## src/rtl/oau_pkg.sv

```systemverilog
package oau_pkg;
  localparam int unsigned REG_PC = 0;
  localparam int unsigned REG_SR = 2;

  typedef enum logic [2:0] {
    K_REG  = 3'd0,
    K_IDX  = 3'd1,
    K_SYM  = 3'd2,
    K_ABS  = 3'd3,
    K_IND  = 3'd4,
    K_AINC = 3'd5,
    K_IMM  = 3'd6
  } kind_e;

  typedef enum logic {
    ST_IDLE = 1'b0,
    ST_EXEC = 1'b1
  } state_e;
endpackage

```

## src/rtl/oau_decode.sv

```systemverilog
module oau_decode
  import oau_pkg::*;
#(
  parameter int unsigned RW = 4
) (
  input  logic          is_dst,
  input  logic [1:0]    mode,
  input  logic [RW-1:0] regn,
  output kind_e         kind,
  output logic          needs_ext
);
  logic [1:0] eff_mode;
  logic       reg_is_pc;
  logic       reg_is_sr;

  always_comb begin
    eff_mode  = is_dst ? {1'b0, mode[0]} : mode;
    reg_is_pc = (regn == RW'(REG_PC));
    reg_is_sr = (regn == RW'(REG_SR));
    unique case (eff_mode)
      2'b00: kind = K_REG;
      2'b01: begin
        if (reg_is_pc)      kind = K_SYM;
        else if (reg_is_sr) kind = K_ABS;
        else                kind = K_IDX;
      end
      2'b10: kind = K_IND;
      default: kind = reg_is_pc ? K_IMM : K_AINC;
    endcase
    needs_ext = (kind == K_IDX) || (kind == K_SYM) ||
                (kind == K_ABS) || (kind == K_IMM);
  end
endmodule

```

## src/rtl/oau_fetch.sv

```systemverilog
module oau_fetch #(
  parameter int unsigned AW   = 16,
  parameter int unsigned STEP = 2
) (
  input  logic          clk,
  input  logic          rst_n,
  input  logic          load,
  input  logic [AW-1:0] load_ptr,
  input  logic          want,
  input  logic          mem_ack,
  output logic          mem_req,
  output logic [AW-1:0] mem_addr,
  output logic          got,
  output logic [AW-1:0] ptr
);
  logic [AW-1:0] ptr_q;
  logic [AW-1:0] ptr_d;
  logic          ptr_en;

  always_comb begin
    mem_req  = want;
    mem_addr = ptr_q;
    got      = want && mem_ack;
    ptr_en   = load || got;
    ptr_d    = load ? load_ptr : ptr_q + AW'(STEP);
  end

  always_ff @(posedge clk or negedge rst_n) begin
    if (!rst_n)      ptr_q <= '0;
    else if (ptr_en) ptr_q <= ptr_d;
  end

  assign ptr = ptr_q;


  req_hold_chk: assert property (@(posedge clk) disable iff (!rst_n)
    (mem_req && !mem_ack) |=> (mem_req && $stable(mem_addr)));


  ptr_step_chk: assert property (@(posedge clk) disable iff (!rst_n)
    (mem_req && mem_ack && !load) |=> (ptr == $past(ptr) + AW'(STEP)));
endmodule

```

## src/rtl/oau_calc.sv

```systemverilog
module oau_calc
  import oau_pkg::*;
#(
  parameter int unsigned DW = 16,
  parameter int unsigned BW = 8
) (
  input  kind_e         kind,
  input  logic          byte_op,
  input  logic [DW-1:0] rf_data,
  input  logic [DW-1:0] ext,
  input  logic [DW-1:0] ext_addr,
  output logic [DW-1:0] ea,
  output logic [DW-1:0] value,
  output logic          is_addr,
  output logic          wb_flag,
  output logic [DW-1:0] wb_data
);
  localparam int unsigned INC_B = 1;
  localparam int unsigned INC_W = DW / BW;

  logic [DW-1:0] base;
  logic [DW-1:0] raw_val;

  always_comb begin
    ea      = '0;
    raw_val = '0;
    is_addr = 1'b1;
    wb_flag = 1'b0;
    base    = rf_data;
    unique case (kind)
      K_SYM:  base = ext_addr;
      K_ABS:  base = '0;
      default: base = rf_data;
    endcase
    unique case (kind)
      K_REG: begin
        raw_val = rf_data;
        is_addr = 1'b0;
      end
      K_IDX, K_SYM, K_ABS: ea = base + ext;
      K_IND:  ea = rf_data;
      K_AINC: begin
        ea      = rf_data;
        wb_flag = 1'b1;
      end
      K_IMM: begin
        raw_val = ext;
        is_addr = 1'b0;
      end
      default: ea = '0;
    endcase
    value   = byte_op ? {{(DW-BW){1'b0}}, raw_val[BW-1:0]} : raw_val;
    wb_data = rf_data + (byte_op ? DW'(INC_B) : DW'(INC_W));
  end
endmodule

```

## src/rtl/operand_addr_unit.sv

```systemverilog
module operand_addr_unit
  import oau_pkg::*;
#(
  parameter int unsigned DW = 16,
  parameter int unsigned RW = 4
) (
  input  logic          clk,
  input  logic          rst_n,
  input  logic          start,
  input  logic          is_dst,
  input  logic [1:0]    mode,
  input  logic [RW-1:0] reg_sel,
  input  logic          byte_op,
  input  logic [DW-1:0] pc_in,
  output logic [RW-1:0] rf_raddr,
  input  logic [DW-1:0] rf_rdata,
  output logic          mem_req,
  output logic [DW-1:0] mem_addr,
  input  logic          mem_ack,
  input  logic [DW-1:0] mem_rdata,
  output logic          done,
  output logic          is_addr,
  output logic [DW-1:0] ea,
  output logic [DW-1:0] value,
  output logic          wb_en,
  output logic [RW-1:0] wb_reg,
  output logic [DW-1:0] wb_data,
  output logic [DW-1:0] pc_next
);
  localparam int unsigned STEP = DW / 8;

  // reset: asynchronous assert, synchronous release
  logic [1:0] rst_sync_q;
  logic       rst_n_i;
  always_ff @(posedge clk or negedge rst_n) begin
    if (!rst_n) rst_sync_q <= 2'b00;
    else        rst_sync_q <= {rst_sync_q[0], 1'b1};
  end
  assign rst_n_i = rst_sync_q[1];

  state_e        state_q, state_d;
  kind_e         kind_dec, kind_q;
  logic          ext_dec, ext_q;
  logic [RW-1:0] reg_q;
  logic          byte_q;
  logic          accept;
  logic          complete;
  logic          got;
  logic          want;

  kind_e         c_kind;
  logic [DW-1:0] c_ea, c_value, c_wb_data;
  logic          c_is_addr, c_wb_flag;

  logic          done_q;
  logic          is_addr_q, wb_flag_q;
  logic [DW-1:0] ea_q, value_q, wb_data_q;

  oau_decode #(.RW(RW)) u_dec (
    .is_dst    (is_dst),
    .mode      (mode),
    .regn      (reg_sel),
    .kind      (kind_dec),
    .needs_ext (ext_dec)
  );

  oau_fetch #(.AW(DW), .STEP(STEP)) u_fetch (
    .clk      (clk),
    .rst_n    (rst_n_i),
    .load     (accept),
    .load_ptr (pc_in),
    .want     (want),
    .mem_ack  (mem_ack),
    .mem_req  (mem_req),
    .mem_addr (mem_addr),
    .got      (got),
    .ptr      (pc_next)
  );

  assign c_kind = kind_q;

  oau_calc #(.DW(DW)) u_calc (
    .kind     (c_kind),
    .byte_op  (byte_q),
    .rf_data  (rf_rdata),
    .ext      (mem_rdata),
    .ext_addr (mem_addr),
    .ea       (c_ea),
    .value    (c_value),
    .is_addr  (c_is_addr),
    .wb_flag  (c_wb_flag),
    .wb_data  (c_wb_data)
  );

  // next state
  always_comb begin
    accept   = (state_q == ST_IDLE) && start;
    want     = (state_q == ST_EXEC) && ext_q;
    complete = (state_q == ST_EXEC) && (!ext_q || got);
    state_d  = state_q;
    if (accept)        state_d = ST_EXEC;
    else if (complete) state_d = ST_IDLE;
    rf_raddr = reg_q;
  end

  // registers
  always_ff @(posedge clk or negedge rst_n_i) begin
    if (!rst_n_i) begin
      state_q <= ST_IDLE;
      done_q  <= 1'b0;
    end else begin
      state_q <= state_d;
      done_q  <= complete;
    end
  end

  always_ff @(posedge clk or negedge rst_n_i) begin
    if (!rst_n_i) begin
      kind_q <= K_REG;
      ext_q  <= 1'b0;
      reg_q  <= '0;
      byte_q <= 1'b0;
    end else if (accept) begin
      kind_q <= kind_dec;
      ext_q  <= ext_dec;
      reg_q  <= reg_sel;
      byte_q <= byte_op;
    end
  end

  always_ff @(posedge clk or negedge rst_n_i) begin
    if (!rst_n_i) begin
      ea_q      <= '0;
      value_q   <= '0;
      is_addr_q <= 1'b0;
      wb_flag_q <= 1'b0;
      wb_data_q <= '0;
    end else if (complete) begin
      ea_q      <= c_ea;
      value_q   <= c_value;
      is_addr_q <= c_is_addr;
      wb_flag_q <= c_wb_flag;
      wb_data_q <= c_wb_data;
    end
  end

  assign done    = done_q;
  assign is_addr = is_addr_q;
  assign ea      = ea_q;
  assign value   = value_q;
  assign wb_en   = done_q && wb_flag_q;
  assign wb_reg  = reg_q;
  assign wb_data = wb_data_q;


  done_pulse_chk: assert property (@(posedge clk) disable iff (!rst_n_i)
    done |=> !done);


  wb_delta_chk: assert property (@(posedge clk) disable iff (!rst_n_i)
    wb_en |-> ((wb_data - ea) == (byte_q ? DW'(1) : DW'(STEP))));


  wb_is_addr_chk: assert property (@(posedge clk) disable iff (!rst_n_i)
    wb_en |-> (is_addr && done));


  idle_quiet_chk: assert property (@(posedge clk) disable iff (!rst_n_i)
    $rose(rst_n_i) |-> (!done && !mem_req));
endmodule

```

## config.mk

```make
export PLATFORM = sky130hd
export DESIGN_NAME = operand_addr_unit
export DESIGN_NICKNAME = d
export VERILOG_FILES = /design/src/rtl/oau_pkg.sv /design/src/rtl/oau_decode.sv /design/src/rtl/oau_fetch.sv /design/src/rtl/oau_calc.sv /design/src/rtl/operand_addr_unit.sv
export SDC_FILE = /design/constraint.sdc
export NUM_CORES = 1
export LEC_CHECK = 0
export ABC_CLOCK_PERIOD_IN_PS = 3200
export BUFFER_PORTS_ARGS = -buffer_cell sky130_fd_sc_hd__buf_2
export CORE_UTILIZATION = 52
export CTS_CLUSTER_DIAMETER = 30
export DETAILED_ROUTE_END_ITERATION = 12
export MAX_ROUTING_LAYER = met4
export PLACE_DENSITY_LB_ADDON = 0.1
export SETUP_SLACK_MARGIN = 0.2
export SLEW_MARGIN = 5
export SYNTH_ARGS = -nofsm -noshare
export SYNTH_HDL_FRONTEND = slang
export SYNTH_SLANG_ARGS = --single-unit
```

## constraint.sdc

```tcl
create_clock -name clk -period 3.2 [get_ports clk]
set_clock_uncertainty 0.05 [all_clocks]
set_input_delay 0.64 -clock clk [delete_from_list [all_inputs] [get_ports clk]]
set_output_delay 0.64 -clock clk [all_outputs]
set_load 0.02 [all_outputs]
```

==> results_tabular.tex <==
\begin{tabular}{lr}
\hline
Metric & Value \\
\hline
\multicolumn{2}{l}{\textbf{Synthesis}} \\
\quad Number of distinct standard cells referenced by the synthesized netlist & between 50 and 60 \\
\quad Number of enable-type register cells in the synthesized netlist & 0 \\
\quad Yosys synthesis warning count & 0 \\
\quad Post-synthesis average cell area & around 8.5 um2 \\
\quad Proportion of netlist area held by the largest area contributor & 0.4056 \\
\quad Leading cell type by number of instances after synthesis & sky130\_fd\_sc\_hd\_\_nand2\_1 \\
\quad Share of the yosys chip area belonging to registers & 0.4056 \\
\quad Cell type contributing the most total cell area after synthesis & sky130\_fd\_sc\_hd\_\_dfrtp\_1 \\
\quad Cell types with the highest counts after synthesis & sky130\_fd\_sc\_hd\_\_nand2\_1, sky130\_fd\_sc\_hd\_\_dfrtp\_1, sky130\_fd\_sc\_hd\_\_o21ai\_0, sky130\_fd\_sc\_hd\_\_nor2\_1, sky130\_fd\_sc\_hd\_\_clkbuf\_1 \\
\quad Number of synthesized register bits & 79 \\
\quad Area of the mapped netlist & between 0.004 and 0.005 mm2 \\
\quad Main synth FF type & sky130\_fd\_sc\_hd\_\_dfrtp\_1 \\
\quad Number of instances in the synthesized netlist & 571 \\
\quad Number of nets produced by synthesis & 653 \\
\quad Async set-or-reset flop fraction in the synthesized netlist & 1.000 \\
\quad Most area-consuming cells after synthesis & sky130\_fd\_sc\_hd\_\_dfrtp\_1, sky130\_fd\_sc\_hd\_\_nand2\_1, sky130\_fd\_sc\_hd\_\_o21ai\_0, sky130\_fd\_sc\_hd\_\_ha\_1, sky130\_fd\_sc\_hd\_\_xor2\_1 \\
\multicolumn{2}{l}{\textbf{Final layout}} \\
\quad Area growth syn-to-layout & 19.77\% \\
\quad Final cell area excluding filler cells & 0.005837 mm2 \\
\quad Combined flip-flop and latch cell area & about 0.002 mm2 \\
\quad Antenna diode count & 0 \\
\quad Final nets & 775 \\
\quad FILL cells & 790 \\
\quad Share of final-layout standard cells stronger than drive strength 1 & 0.2765 \\
\quad Total area of multi-input combinational cells & 0.002590 mm2 \\
\multicolumn{2}{l}{\textbf{Critical path}} \\
\quad Number of cells traversed by the worst register-to-register path & 11 \\
\quad Kind of cell with the highest combined delay on the critical path & compound AO/OA/AOI/OAI gates \\
\quad Arrival time at the worst endpoint & 2950 ps \\
\quad Stage delay of the slowest cell on the critical path & around 390 ps \\
\quad Critical R2R Capture & ea[14] \\
\quad Kind of start point of the critical path & register \\
\quad Setup crit end kind & register \\
\quad Number of buffers and inverters on the critical path & 1 \\
\quad Critical path fanouts, max & 9 \\
\quad Critical-path cell with the highest stage delay & sky130\_fd\_sc\_hd\_\_fa\_1 \\
\quad Cell occurring most often along the worst timing path & sky130\_fd\_sc\_hd\_\_o21ai\_0 \\
\quad Kind of critical path & reg2reg \\
\quad Worst path required time & between 3000 and 4000 ps \\
\quad Worst path cell trace & nand2b\_2 > o21ai\_0 > ha\_1 > inv\_1 > fa\_1 > nand3b\_1 > a31oi\_2 > o21ai\_1 > o31ai\_1 > xnor2\_1 > o21ai\_0 \\
\quad Critical R2R Launch & c\_kind[2] \\
\quad Worst reg2reg setup slack & 410 ps \\
\multicolumn{2}{l}{\textbf{Clocking}} \\
\quad Clock tree from TritonCTS & done \\
\quad H-tree depth & 3 \\
\quad Clock tree buffer depth & 2 \\
\quad Clk sink count & 79 \\
\quad Worst-skew pair later-pin latency & 340 ps \\
\quad Number of buffers added by the clock tree synthesis step & 9 \\
\quad Clock-pin transition on the worst setup and hold timing paths & 90 ps \\
\quad Clk Tree Root Cell & sky130\_fd\_sc\_hd\_\_clkbuf\_8 \\
\multicolumn{2}{l}{\textbf{Route}} \\
\quad Count of antenna-violating nets left after detailed routing & 0 \\
\quad Average detailed-routed wire length per instance & $\sim$16 um \\
\quad Average via count per standard cell & 5.609 \\
\quad DRC violation count after routing & 0 \\
\quad Via count & 4,521 \\
\quad Count of TritonRoute iterations in the first routing pass & 5 \\
\quad Initial drt markers & between 400 and 500 \\
\quad Total Wirelength & $\sim$13 mm \\
\multicolumn{2}{l}{\textbf{GRT}} \\
\quad Number of antenna violations at the first check in global routing & 0 \\
\quad Total routing resource utilization after global routing & 0.2798 \\
\quad Gr ovfl total & 0 \\
\quad Maximum number of pins on one net before global-route repair & 78 \\
\quad Via count of the first global-routing pass & 4,162 \\
\quad Global-route wire length before repair & 21.14 mm \\
\multicolumn{2}{l}{\textbf{Timing}} \\
\quad Remaining max-slew budget at the tightest pin & 0.3406 \\
\quad Unrepaired setup endpoints after global routing & no \\
\quad Number of failing hold endpoints at the final stage & 0 \\
\quad Final setup violation count & 0 \\
\quad Peak clock frequency supported by timing & between 300 and 400 MHz \\
\quad Final critical delay including setup and external delays & about 2800 ps \\
\quad Setup TNS & 0 ps \\
\quad Max-slew violations & 0 \\
\quad Fraction of the cycle the final worst path needs & 0.8724 \\
\quad Transition time at the pin with the least slew margin & 989.2 ps \\
\multicolumn{2}{l}{\textbf{Pwr}} \\
\quad Total Power & 3757 uW \\
\quad Maximum resistive drop on vdd & 0.0003497 V \\
\quad Cell leakage power & between 0.002 and 0.003 uW \\
\quad Power density over the cells & 643.7 mW/mm2 \\
\multicolumn{2}{l}{\textbf{Worst hold path}} \\
\quad Hold/Removal Path Class & reg2reg \\
\quad Hold path startpoint & rst\_sync\_q[0] \\
\quad Cell depth of the worst hold path & 0 \\
\quad End of the worst hold path & rst\_sync\_q[1] \\
\multicolumn{2}{l}{\textbf{Run status}} \\
\quad Result of the run & finished clean \\
\multicolumn{2}{l}{\textbf{Job}} \\
\quad Total of max-cap violations & 0 \\
\multicolumn{2}{l}{\textbf{Floorplan}} \\
\quad Floorplan row count & 34 \\
\quad Core region area & around 0.009 mm2 \\
\quad Initial Util & 0.5481 \\
\quad Die Ht & 98.81 um \\
\quad Die ar. & between 0.009 and 0.01 mm2 \\
\quad DIE WIDTH & slightly below 100 um \\
\quad Ports & 152 \\
\multicolumn{2}{l}{\textbf{Placed design}} \\
\quad Total half-perimeter wirelength after legalization and detailed placement & 9.484 mm \\
\quad Final estimated routing congestion in global placement & a little under 1 \\
\quad Placed standard-cell area & 0.005580 mm2 \\
\quad Port bufs & around 150 \\
\hline
\end{tabular}
## kinds of logic after synthesis
| logic type | Yosys count | share of synthesized area |
|---|---|---|
| other | 1 | 0.0007695 |
| AND/OR/NAND/NOR | 223 | 0.2134 |
| buffers and inverters | 69 | 0.06983 |
| multiplexers | 3 | 0.006162 |
| XOR/XNOR | 37 | 0.06650 |
| adder cells (fa/ha/maj) | 22 | 0.05956 |
| flip-flops | 79 | 0.4056 |
| AO/OA/AOI/OAI | 137 | 0.1782 |
## report_power, final
part	leakage [uW]	internal, uW	switching, uW
Combinational	0.00179	542	951
Sequential	0.000974	1260	224
Clock	0.000106	409	375
Total	0.00287	2210	1550
## worst reg2reg max path: stages, from the launching register on
cell and delay (ps):
sky130_fd_sc_hd__dfrtp_1 380, sky130_fd_sc_hd__nand2b_2 260, sky130_fd_sc_hd__o21ai_0 200, sky130_fd_sc_hd__ha_1 190, sky130_fd_sc_hd__inv_1 50, sky130_fd_sc_hd__fa_1 390
sky130_fd_sc_hd__nand3b_1 210, sky130_fd_sc_hd__a31oi_2 230, sky130_fd_sc_hd__o21ai_1 140, sky130_fd_sc_hd__o31ai_1 340, sky130_fd_sc_hd__xnor2_1 150, sky130_fd_sc_hd__o21ai_0 80
## metrics by stage
stage	std cells	util	worst slack (ps)	hold WS [ps]
final	806	0.6565	408.4	306.2
after detailed placement	788	0.6276	206.6	285.8
after global routing	806	0.6565	204.4	325.8
after global placement	788	0.6276	330.9	287.4
after CTS	805	0.6530	226.9	307.3
after floorplan	571	-	335.0	281.2
## registers in the layout (all words and copies together), names as in the netlist, 2 cells and up
name	cells
c_kind	3
ea	16
rf_raddr	4
rst_sync_q	2
u_fetch.mem_addr	16
value	16
wb_data	16
## layout make-up
type                    count  share of cell area
clock buffers              11             0.02594
multi-input cells         423              0.4437
flip-flops and latches     79              0.3393
inverters                  16             0.01029
repair buffers            164              0.1466
clock inverters             5             0.01093
well taps                 108             0.02315
## worst max-delay path by stage
stage          slack, ps     end  depth (start not counted)   startpoint
2_1_floorplan        330  ea[14]                         14    c_kind[2]
3_3_place_gp         330  ea[15]                         10  rf_rdata[3]
3_5_place_dp         210  ea[15]                         10  rf_rdata[3]
4_1_cts              230  ea[15]                         10    c_kind[2]
5_1_grt              200  ea[14]                         11    c_kind[2]
6_report             410  ea[14]                         11    c_kind[2]
## routing by layer
layer  track usage  part of all wire  up-vias
li1              -                 -     2205
met1        0.4031              0.47     2087
met2        0.4174              0.45      211
met3       0.03830             0.068       18
met4       0.06889             0.012        0
met5             -                 0        -
## layout by cell type, fill, tap and decap left out, types with 5 or more instances in the layout
master | Yosys | final
sky130_fd_sc_hd__a21o_1 | 6 | 6
sky130_fd_sc_hd__a21oi_1 | 19 | 18
sky130_fd_sc_hd__a221oi_1 | 13 | 13
sky130_fd_sc_hd__a22o_1 | 17 | 17
sky130_fd_sc_hd__and3_1 | 7 | 7
sky130_fd_sc_hd__buf_2 | 4 | 151
sky130_fd_sc_hd__buf_4 | 20 | 12
sky130_fd_sc_hd__clkbuf_8 | 0 | 11
sky130_fd_sc_hd__dfrtp_1 | 79 | 78
sky130_fd_sc_hd__ha_1 | 20 | 19
sky130_fd_sc_hd__inv_1 | 15 | 15
sky130_fd_sc_hd__nand2_1 | 102 | 102
sky130_fd_sc_hd__nand2b_1 | 18 | 17
sky130_fd_sc_hd__nand3_1 | 13 | 13
sky130_fd_sc_hd__nand4_1 | 8 | 8
sky130_fd_sc_hd__nor2_1 | 44 | 44
sky130_fd_sc_hd__nor3_1 | 5 | 5
sky130_fd_sc_hd__nor4_1 | 5 | 5
sky130_fd_sc_hd__o21ai_0 | 60 | 59
sky130_fd_sc_hd__xnor2_1 | 15 | 15
sky130_fd_sc_hd__xor2_1 | 22 | 22
## repair_timing
action,in CTS,in global routing
endpoints found under the setup margin,0,6
gates resized for setup,0,6
hold buffers,1,0
endpoints found under the hold margin,2,0
setup buffers,0,1
No activity file was read; power rests on OpenSTA's default activity.
